==> src/rtl/paired_dft8.sv <==
module paired_dft8 #(
  parameter int DW   = 16,
  parameter int GROW = 3,
  parameter int CF   = 16
) (
  input  logic            clk_i,
  input  logic            rst_n_i,
  input  logic            start_i,
  input  logic [8*DW-1:0] x_re_i,
  input  logic [8*DW-1:0] x_im_i,
  output logic            done_o,
  output logic [8*DW-1:0] y_re_o,
  output logic [8*DW-1:0] y_im_o
);
  localparam int IW = DW + GROW + 3;
  localparam int PW = IW + CF + 2;
  localparam longint KCI = $rtoi(0.7071067811865476 * (2.0 ** CF) + 0.5);
  localparam logic signed [PW-1:0] KC    = PW'(KCI);
  localparam logic signed [PW-1:0] KHALF = PW'(1) <<< (CF - 1);
  localparam logic signed [IW-1:0] RHALF = IW'(1) <<< (GROW - 1);
  localparam logic signed [IW-1:0] OMAX  = IW'((longint'(1) <<< (DW - 1)) - 1);
  localparam logic signed [IW-1:0] OMIN  = -OMAX - IW'(1);

  typedef logic signed [IW-1:0] sw_t;

  function automatic sw_t kmul(input sw_t v);
    logic signed [PW-1:0] pr;
    pr = PW'(v) * KC + KHALF;
    return sw_t'(pr >>> CF);
  endfunction

  function automatic logic [DW-1:0] shrink(input sw_t v);
    sw_t t;
    t = (v + RHALF) >>> GROW;
    if (t > OMAX) return OMAX[DW-1:0];
    if (t < OMIN) return OMIN[DW-1:0];
    return t[DW-1:0];
  endfunction

  // stage 1: additions only
  sw_t xr [8], xi [8];
  sw_t sr [4], si [4], dr [4], di [4];
  sw_t er0, ei0, er1, ei1;

  for (genvar n = 0; n < 8; n++) begin : g_in
    assign xr[n] = sw_t'($signed(x_re_i[n*DW +: DW]));
    assign xi[n] = sw_t'($signed(x_im_i[n*DW +: DW]));
  end

  for (genvar t = 0; t < 4; t++) begin : g_pair
    assign sr[t] = xr[t] + xr[t+4];
    assign si[t] = xi[t] + xi[t+4];
    assign dr[t] = xr[t] - xr[t+4];
    assign di[t] = xi[t] - xi[t+4];
  end

  assign er0 = sr[0] + sr[2];
  assign ei0 = si[0] + si[2];
  assign er1 = sr[1] + sr[3];
  assign ei1 = si[1] + si[3];

  sw_t a_r [4], a_i [4], b_r [2], b_i [2];
  sw_t c_r, c_i, z_r, z_i;
  logic v1;

  always_ff @(posedge clk_i or negedge rst_n_i) begin
    if (!rst_n_i) begin
      v1 <= 1'b0;
      for (int t = 0; t < 4; t++) begin
        a_r[t] <= '0;
        a_i[t] <= '0;
      end
      for (int t = 0; t < 2; t++) begin
        b_r[t] <= '0;
        b_i[t] <= '0;
      end
      c_r <= '0;
      c_i <= '0;
      z_r <= '0;
      z_i <= '0;
    end else begin
      v1 <= start_i;
      if (start_i) begin
        for (int t = 0; t < 4; t++) begin
          a_r[t] <= dr[t];
          a_i[t] <= di[t];
        end
        for (int t = 0; t < 2; t++) begin
          b_r[t] <= sr[t] - sr[t+2];
          b_i[t] <= si[t] - si[t+2];
        end
        c_r <= er0 - er1;
        c_i <= ei0 - ei1;
        z_r <= er0 + er1;
        z_i <= ei0 + ei1;
      end
    end
  end

  // stage 2: twiddle weighting of the 4- and 2-element groups
  sw_t q_r [4], q_i [4];
  sw_t m_r, m_i;

  assign q_r[0] = a_r[0];
  assign q_i[0] = a_i[0];
  assign q_r[1] = kmul(a_r[1] + a_i[1]);
  assign q_i[1] = kmul(a_i[1] - a_r[1]);
  assign q_r[2] = a_i[2];
  assign q_i[2] = -a_r[2];
  assign q_r[3] = kmul(a_i[3] - a_r[3]);
  assign q_i[3] = kmul(-a_r[3] - a_i[3]);
  assign m_r    = b_i[1];
  assign m_i    = -b_r[1];

  sw_t g_r [4], g_i [4];
  sw_t h_r, h_i, w_r, w_i, c2_r, c2_i, z2_r, z2_i;
  logic v2;

  always_ff @(posedge clk_i or negedge rst_n_i) begin
    if (!rst_n_i) begin
      v2 <= 1'b0;
      for (int t = 0; t < 4; t++) begin
        g_r[t] <= '0;
        g_i[t] <= '0;
      end
      h_r  <= '0;
      h_i  <= '0;
      w_r  <= '0;
      w_i  <= '0;
      c2_r <= '0;
      c2_i <= '0;
      z2_r <= '0;
      z2_i <= '0;
    end else begin
      v2 <= v1;
      if (v1) begin
        for (int t = 0; t < 4; t++) begin
          g_r[t] <= q_r[t];
          g_i[t] <= q_i[t];
        end
        h_r  <= b_r[0];
        h_i  <= b_i[0];
        w_r  <= m_r;
        w_i  <= m_i;
        c2_r <= c_r;
        c2_i <= c_i;
        z2_r <= z_r;
        z2_i <= z_i;
      end
    end
  end

  // stage 3: short DFTs, natural-order placement, rounding
  sw_t f_r [8], f_i [8];

  assign f_r[0] = z2_r;
  assign f_i[0] = z2_i;
  assign f_r[4] = c2_r;
  assign f_i[4] = c2_i;
  assign f_r[2] = h_r + w_r;
  assign f_i[2] = h_i + w_i;
  assign f_r[6] = h_r - w_r;
  assign f_i[6] = h_i - w_i;
  assign f_r[1] = g_r[0] + g_r[1] + g_r[2] + g_r[3];
  assign f_i[1] = g_i[0] + g_i[1] + g_i[2] + g_i[3];
  assign f_r[3] = g_r[0] + g_i[1] - g_r[2] - g_i[3];
  assign f_i[3] = g_i[0] - g_r[1] - g_i[2] + g_r[3];
  assign f_r[5] = g_r[0] - g_r[1] + g_r[2] - g_r[3];
  assign f_i[5] = g_i[0] - g_i[1] + g_i[2] - g_i[3];
  assign f_r[7] = g_r[0] - g_i[1] - g_r[2] + g_i[3];
  assign f_i[7] = g_i[0] + g_r[1] - g_i[2] - g_r[3];

  always_ff @(posedge clk_i or negedge rst_n_i) begin
    if (!rst_n_i) begin
      done_o <= 1'b0;
      y_re_o <= '0;
      y_im_o <= '0;
    end else begin
      done_o <= v2;
      if (v2) begin
        for (int k = 0; k < 8; k++) begin
          y_re_o[k*DW +: DW] <= shrink(f_r[k]);
          y_im_o[k*DW +: DW] <= shrink(f_i[k]);
        end
      end
    end
  end

  AST_DONE_AFTER_START: assert property (@(posedge clk_i) disable iff (!rst_n_i) start_i |-> ##3 done_o);
  AST_DONE_HAS_START: assert property (@(posedge clk_i) disable iff (!rst_n_i) done_o |-> $past(start_i, 3));
  AST_HOLD_RESULT: assert property (@(posedge clk_i) disable iff (!rst_n_i) !done_o |-> ($stable(y_re_o) && $stable(y_im_o)));
  AST_ZERO_IN_ZERO_OUT: assert property (@(posedge clk_i) disable iff (!rst_n_i) (start_i && x_re_i == '0 && x_im_i == '0) |-> ##3 (y_re_o == '0 && y_im_o == '0));
endmodule

==> config.mk <==
export PLATFORM = sky130hd
export DESIGN_NAME = paired_dft8
export DESIGN_NICKNAME = d
export VERILOG_FILES = /design/src/rtl/paired_dft8.sv
export SDC_FILE = /design/constraint.sdc
export NUM_CORES = 2
export LEC_CHECK = 0
export BUFFER_PORTS_ARGS = -buffer_cell sky130_fd_sc_hd__buf_2
export CAP_MARGIN = 20
export CELL_PAD_IN_SITES_DETAIL_PLACEMENT = 1
export CELL_PAD_IN_SITES_GLOBAL_PLACEMENT = 1
export CORE_UTILIZATION = 54
export CTS_CLUSTER_DIAMETER = 30
export DETAILED_ROUTE_END_ITERATION = 8
export HOLD_SLACK_MARGIN = 0.08
export PLACE_DENSITY = 0.87
export SYNTH_ARGS = -nofsm -noshare
export SYNTH_HDL_FRONTEND = slang
export SYNTH_SLANG_ARGS = --single-unit
==> constraint.sdc <==
create_clock -name clk_i -period 19 [get_ports clk_i]
set_input_delay 2.85 -clock clk_i [delete_from_list [all_inputs] [get_ports clk_i]]
set_output_delay 2.85 -clock clk_i [all_outputs]
set_load 0.01 [all_outputs]
==> impl_metrics.csv <==
group,metric,value,unit
synthesis,synth_async_sr_flop_share,100.0,%
cts,cts.sinks,840,
cts,cts-resized-gates,0,
sta,setup_violations,0,
sta,relSlewSlack,15.80,%
cts,ctsHtreeMaxLevel,4,
sta,achievable-frequency,0.1005,GHz
cts,tritoncts_buffer_count,225,
synthesis,syn_inst,10540,
setup_path,setup.worst_path.end_class,"register",
setup_path,critical_path_arrival,10590,ps
cells_and_area,post_route_cells_drive_above_1_share,11.55,%
run,max_cap_violations,0,
synthesis,synth_edf_count,0,
setup_path,setup.worst_path.start_class,"register",
drt,route.detailed.drc,0,
cts,cts.clk_slew.worst_paths,50,ps
drt,wl_per_cell,27.93,um
floorplan,dieArea,183300,um2
setup_path,critical_path.reg2reg.endpoint,"g_i[20]",
cells_and_area,area_growth_syn_to_layout,14.06,%
synthesis,synth_warnings,0,
sta,tns,0,ps
sta,timing_hold_violations_final,0,
min_path,holdCritPathClass,"register to register",
setup_path,timing.critical_path.from,"a_r[1]",
synthesis,ys_dominant_reg_cell,"dfrtp_1",
synthesis,post_synth_cell_types,94,
sta,min_period,9952,ps
sta,hold_ws,441.6,ps
global_routing,grt_util_all_layers,41.18,%
sta,final_report_max_slew_violation_count,0,
floorplan,floorplan.die.height,428.1,um
sta,timing_worst_slew_pin_value,1254,ps
sta,setup_repair_after_global_routing_missed_its_margin,"false",
outcome,run_status,"finished, final reports clean",
global_routing,grt_max_degree,154,
drt,vias,84490,
floorplan,floorplan.die.width,428.1,um
cts,cts_tree,"done",
drt,drt_iter0_drc,6509,
setup_path,worst_r2r_startpoint,"a_r[1]",
drt,detail_route.vias_per_cell,6.173,
floorplan,placement_rows,156,
global_routing,grt-ovfl-total,0,
cells_and_area,final_cell_area,111900,um2
setup_path,timing.reg2reg.worst_path_depth,34,
floorplan,pin_count,516,
placement,dp_hpwl,289.2,mm
setup_path,critPathMaxStageDelay,830,ps
synthesis,post_syn_area,98060,um2
placement,gp_routability_congestion,1.057,
setup_path,timing.reg2reg.setup_slack,9050,ps
synthesis,postSynthRegisterBits,840,
cells_and_area,nNetsFinal,13810,
synthesis,post_synth.cell_area_avg,9.306,um2
synthesis,number_of_nets_produced_by_synthesis,13250,
drt,routed_wirelength,382.3,mm
synthesis,sequential_to_total_area_share_from_yosys_stat,21.44,%
cts,cts_hold_buffers,0,
placement,dpl_cell_area,103300,um2
cts,clockRootBuffer,"clkbuf_16",
setup_path,cp.required,19640,ps
global_routing,grt_first_pass_wirelength,575.0,mm
floorplan,floorplan.initialDensity,54.31,%
sta,min_period_over_period,52.38,%
setup_path,timing.critical_path.slowest_stage_cell,"xnor2_1",
drt,drt-pass1-iter-count,5,
global_routing,first_global_vias,93680,
cts,cts.repair_timing.setup_buffer_count,0,
sta,clock_skew,156.2,ps
setup_path,cp_max_fo,7,
drt,final_antenna_net_count,0,
placement,io_port_bufs,515,
cts,clock_latency,940,ps
cts,clock_path_buffers,3,
floorplan,floorplan.core_area,180500,um2
setup_path,path_class,"register to register",
setup_path,cp-endpoint,"g_i[20]",
global_routing,grt_antenna_before_repair,43,
cells in the final DEF (no fill, tap or decap), types with 474 or more instances in the layout:
cell type and count:
a21oi_1 692, fa_1 797, ha_1 1652, o21ai_0 474
nand2_1 513, nor2_1 704, inv_1 1705, dfrtp_1 838
xnor2_1 521, buf_2 513
sequential cells by signal, indices dropped and copies added (netlist names), 18 cells and up:
| signal | flops |
|---|---|
| g_i | 83 |
| w_r | 18 |
| w_i | 22 |
| y_re_o | 128 |
| g_r | 78 |
| a_i | 68 |
| b_r | 36 |
| h_i | 18 |
| m_r | 18 |
| h_r | 18 |
| b_i | 18 |
| a_r | 68 |
| y_im_o | 128 |
cell usage after synthesis (46+ instances only):
library cell	instances	share of area [%]
and3_1	84	0.54
o21ai_0	474	2.4
nor2_1	704	2.7
o21bai_1	119	0.91
mux2_2	221	2.5
ha_1	1652	21
o22ai_1	57	0.36
a211oi_1	57	0.44
nor2b_1	95	0.61
fa_1	797	16
a21oi_1	693	3.5
nand2_1	513	2.0
nor3_1	170	0.87
xor2_1	228	2.0
o31ai_1	47	0.36
dfrtp_1	840	21
a31oi_1	57	0.36
clkbuf_1	227	0.87
o21a_1	80	0.61
or3_1	98	0.63
and2_1	46	0.29
xnor2_1	521	4.7
nand2b_1	99	0.63
inv_1	1707	6.5
a21o_1	174	1.3
nand3_1	154	0.79
worst max-delay path: cells and delay by family (launching register included):
family,cells,cell delay [ps]
fa+ha+maj,10,4120
compound gates,12,3130
xor+xnor,2,1030
simple gates,3,520
buf+inv,6,430
flops,1,390
mux,1,90
per-layer routing:
metal  vias up  global-route usage [%]  routed length (um)
met1     42950                   48.42              144500
met4        32                   29.81               32560
li1      36460                       -                   -
met5         -                       0                 615
met2      3633                   67.27              178400
met3      1415                   8.076               26230
through the flow:
| step | utilization, % | setup WS, ps | cells |
|---|---|---|---|
| floorplan | - | 10030 | 10540 |
| global placement | 57.19 | 9383 | 13240 |
| detailed placement | 57.19 | 9244 | 13240 |
| CTS | 61.87 | 9082 | 13660 |
| global route | 61.94 | 8490 | 13680 |
| finish | 61.95 | 9048 | 13690 |
area by class of cell:
type / instances / area, um2
Sequential cell: 840 / 21030
Fill cell: 20310 / 68690
Multi-Input combinational cell: 7729 / 69670
Clock inverter: 142 / 2242
Antenna cell: 19 / 47.55
Clock buffer: 280 / 6198
Inverter: 1708 / 6414
Timing Repair Buffer: 599 / 3293
Tap cell: 2370 / 2965
kinds of logic (layout without fill, tap and decap cells):
family / after synthesis / after routing / share of synthesized area, %
AND/OR/NAND/NOR: 2127 / 2127 / 10.20
other: 0 / 19 / 0
AO/OA/AOI/OAI: 2148 / 2148 / 13.87
XOR/XNOR: 749 / 749 / 6.690
adder cells (fa/ha/maj): 2449 / 2449 / 37.35
buffers and inverters: 1969 / 2729 / 7.565
flip-flops: 840 / 840 / 21.44
multiplexers: 256 / 256 / 2.895
worst min-delay path by stage:
| stage | startpoint | to | slack [ps] | cells past startpoint |
|---|---|---|---|---|
| global placement | y_re_o[74] | y_re_o[74] | 460 | 1 |
| global route | b_i[26] | h_i[4] | 450 | 1 |
| detailed placement | y_re_o[74] | y_re_o[74] | 460 | 1 |
| floorplan | v2 | done_o | 350 | 0 |
| finish | b_i[26] | h_i[4] | 440 | 1 |
| CTS | b_i[26] | h_i[4] | 430 | 1 |
Power is not shown: default switching activity piles up to over one toggle a cycle in this logic, so the estimate is an artifact.
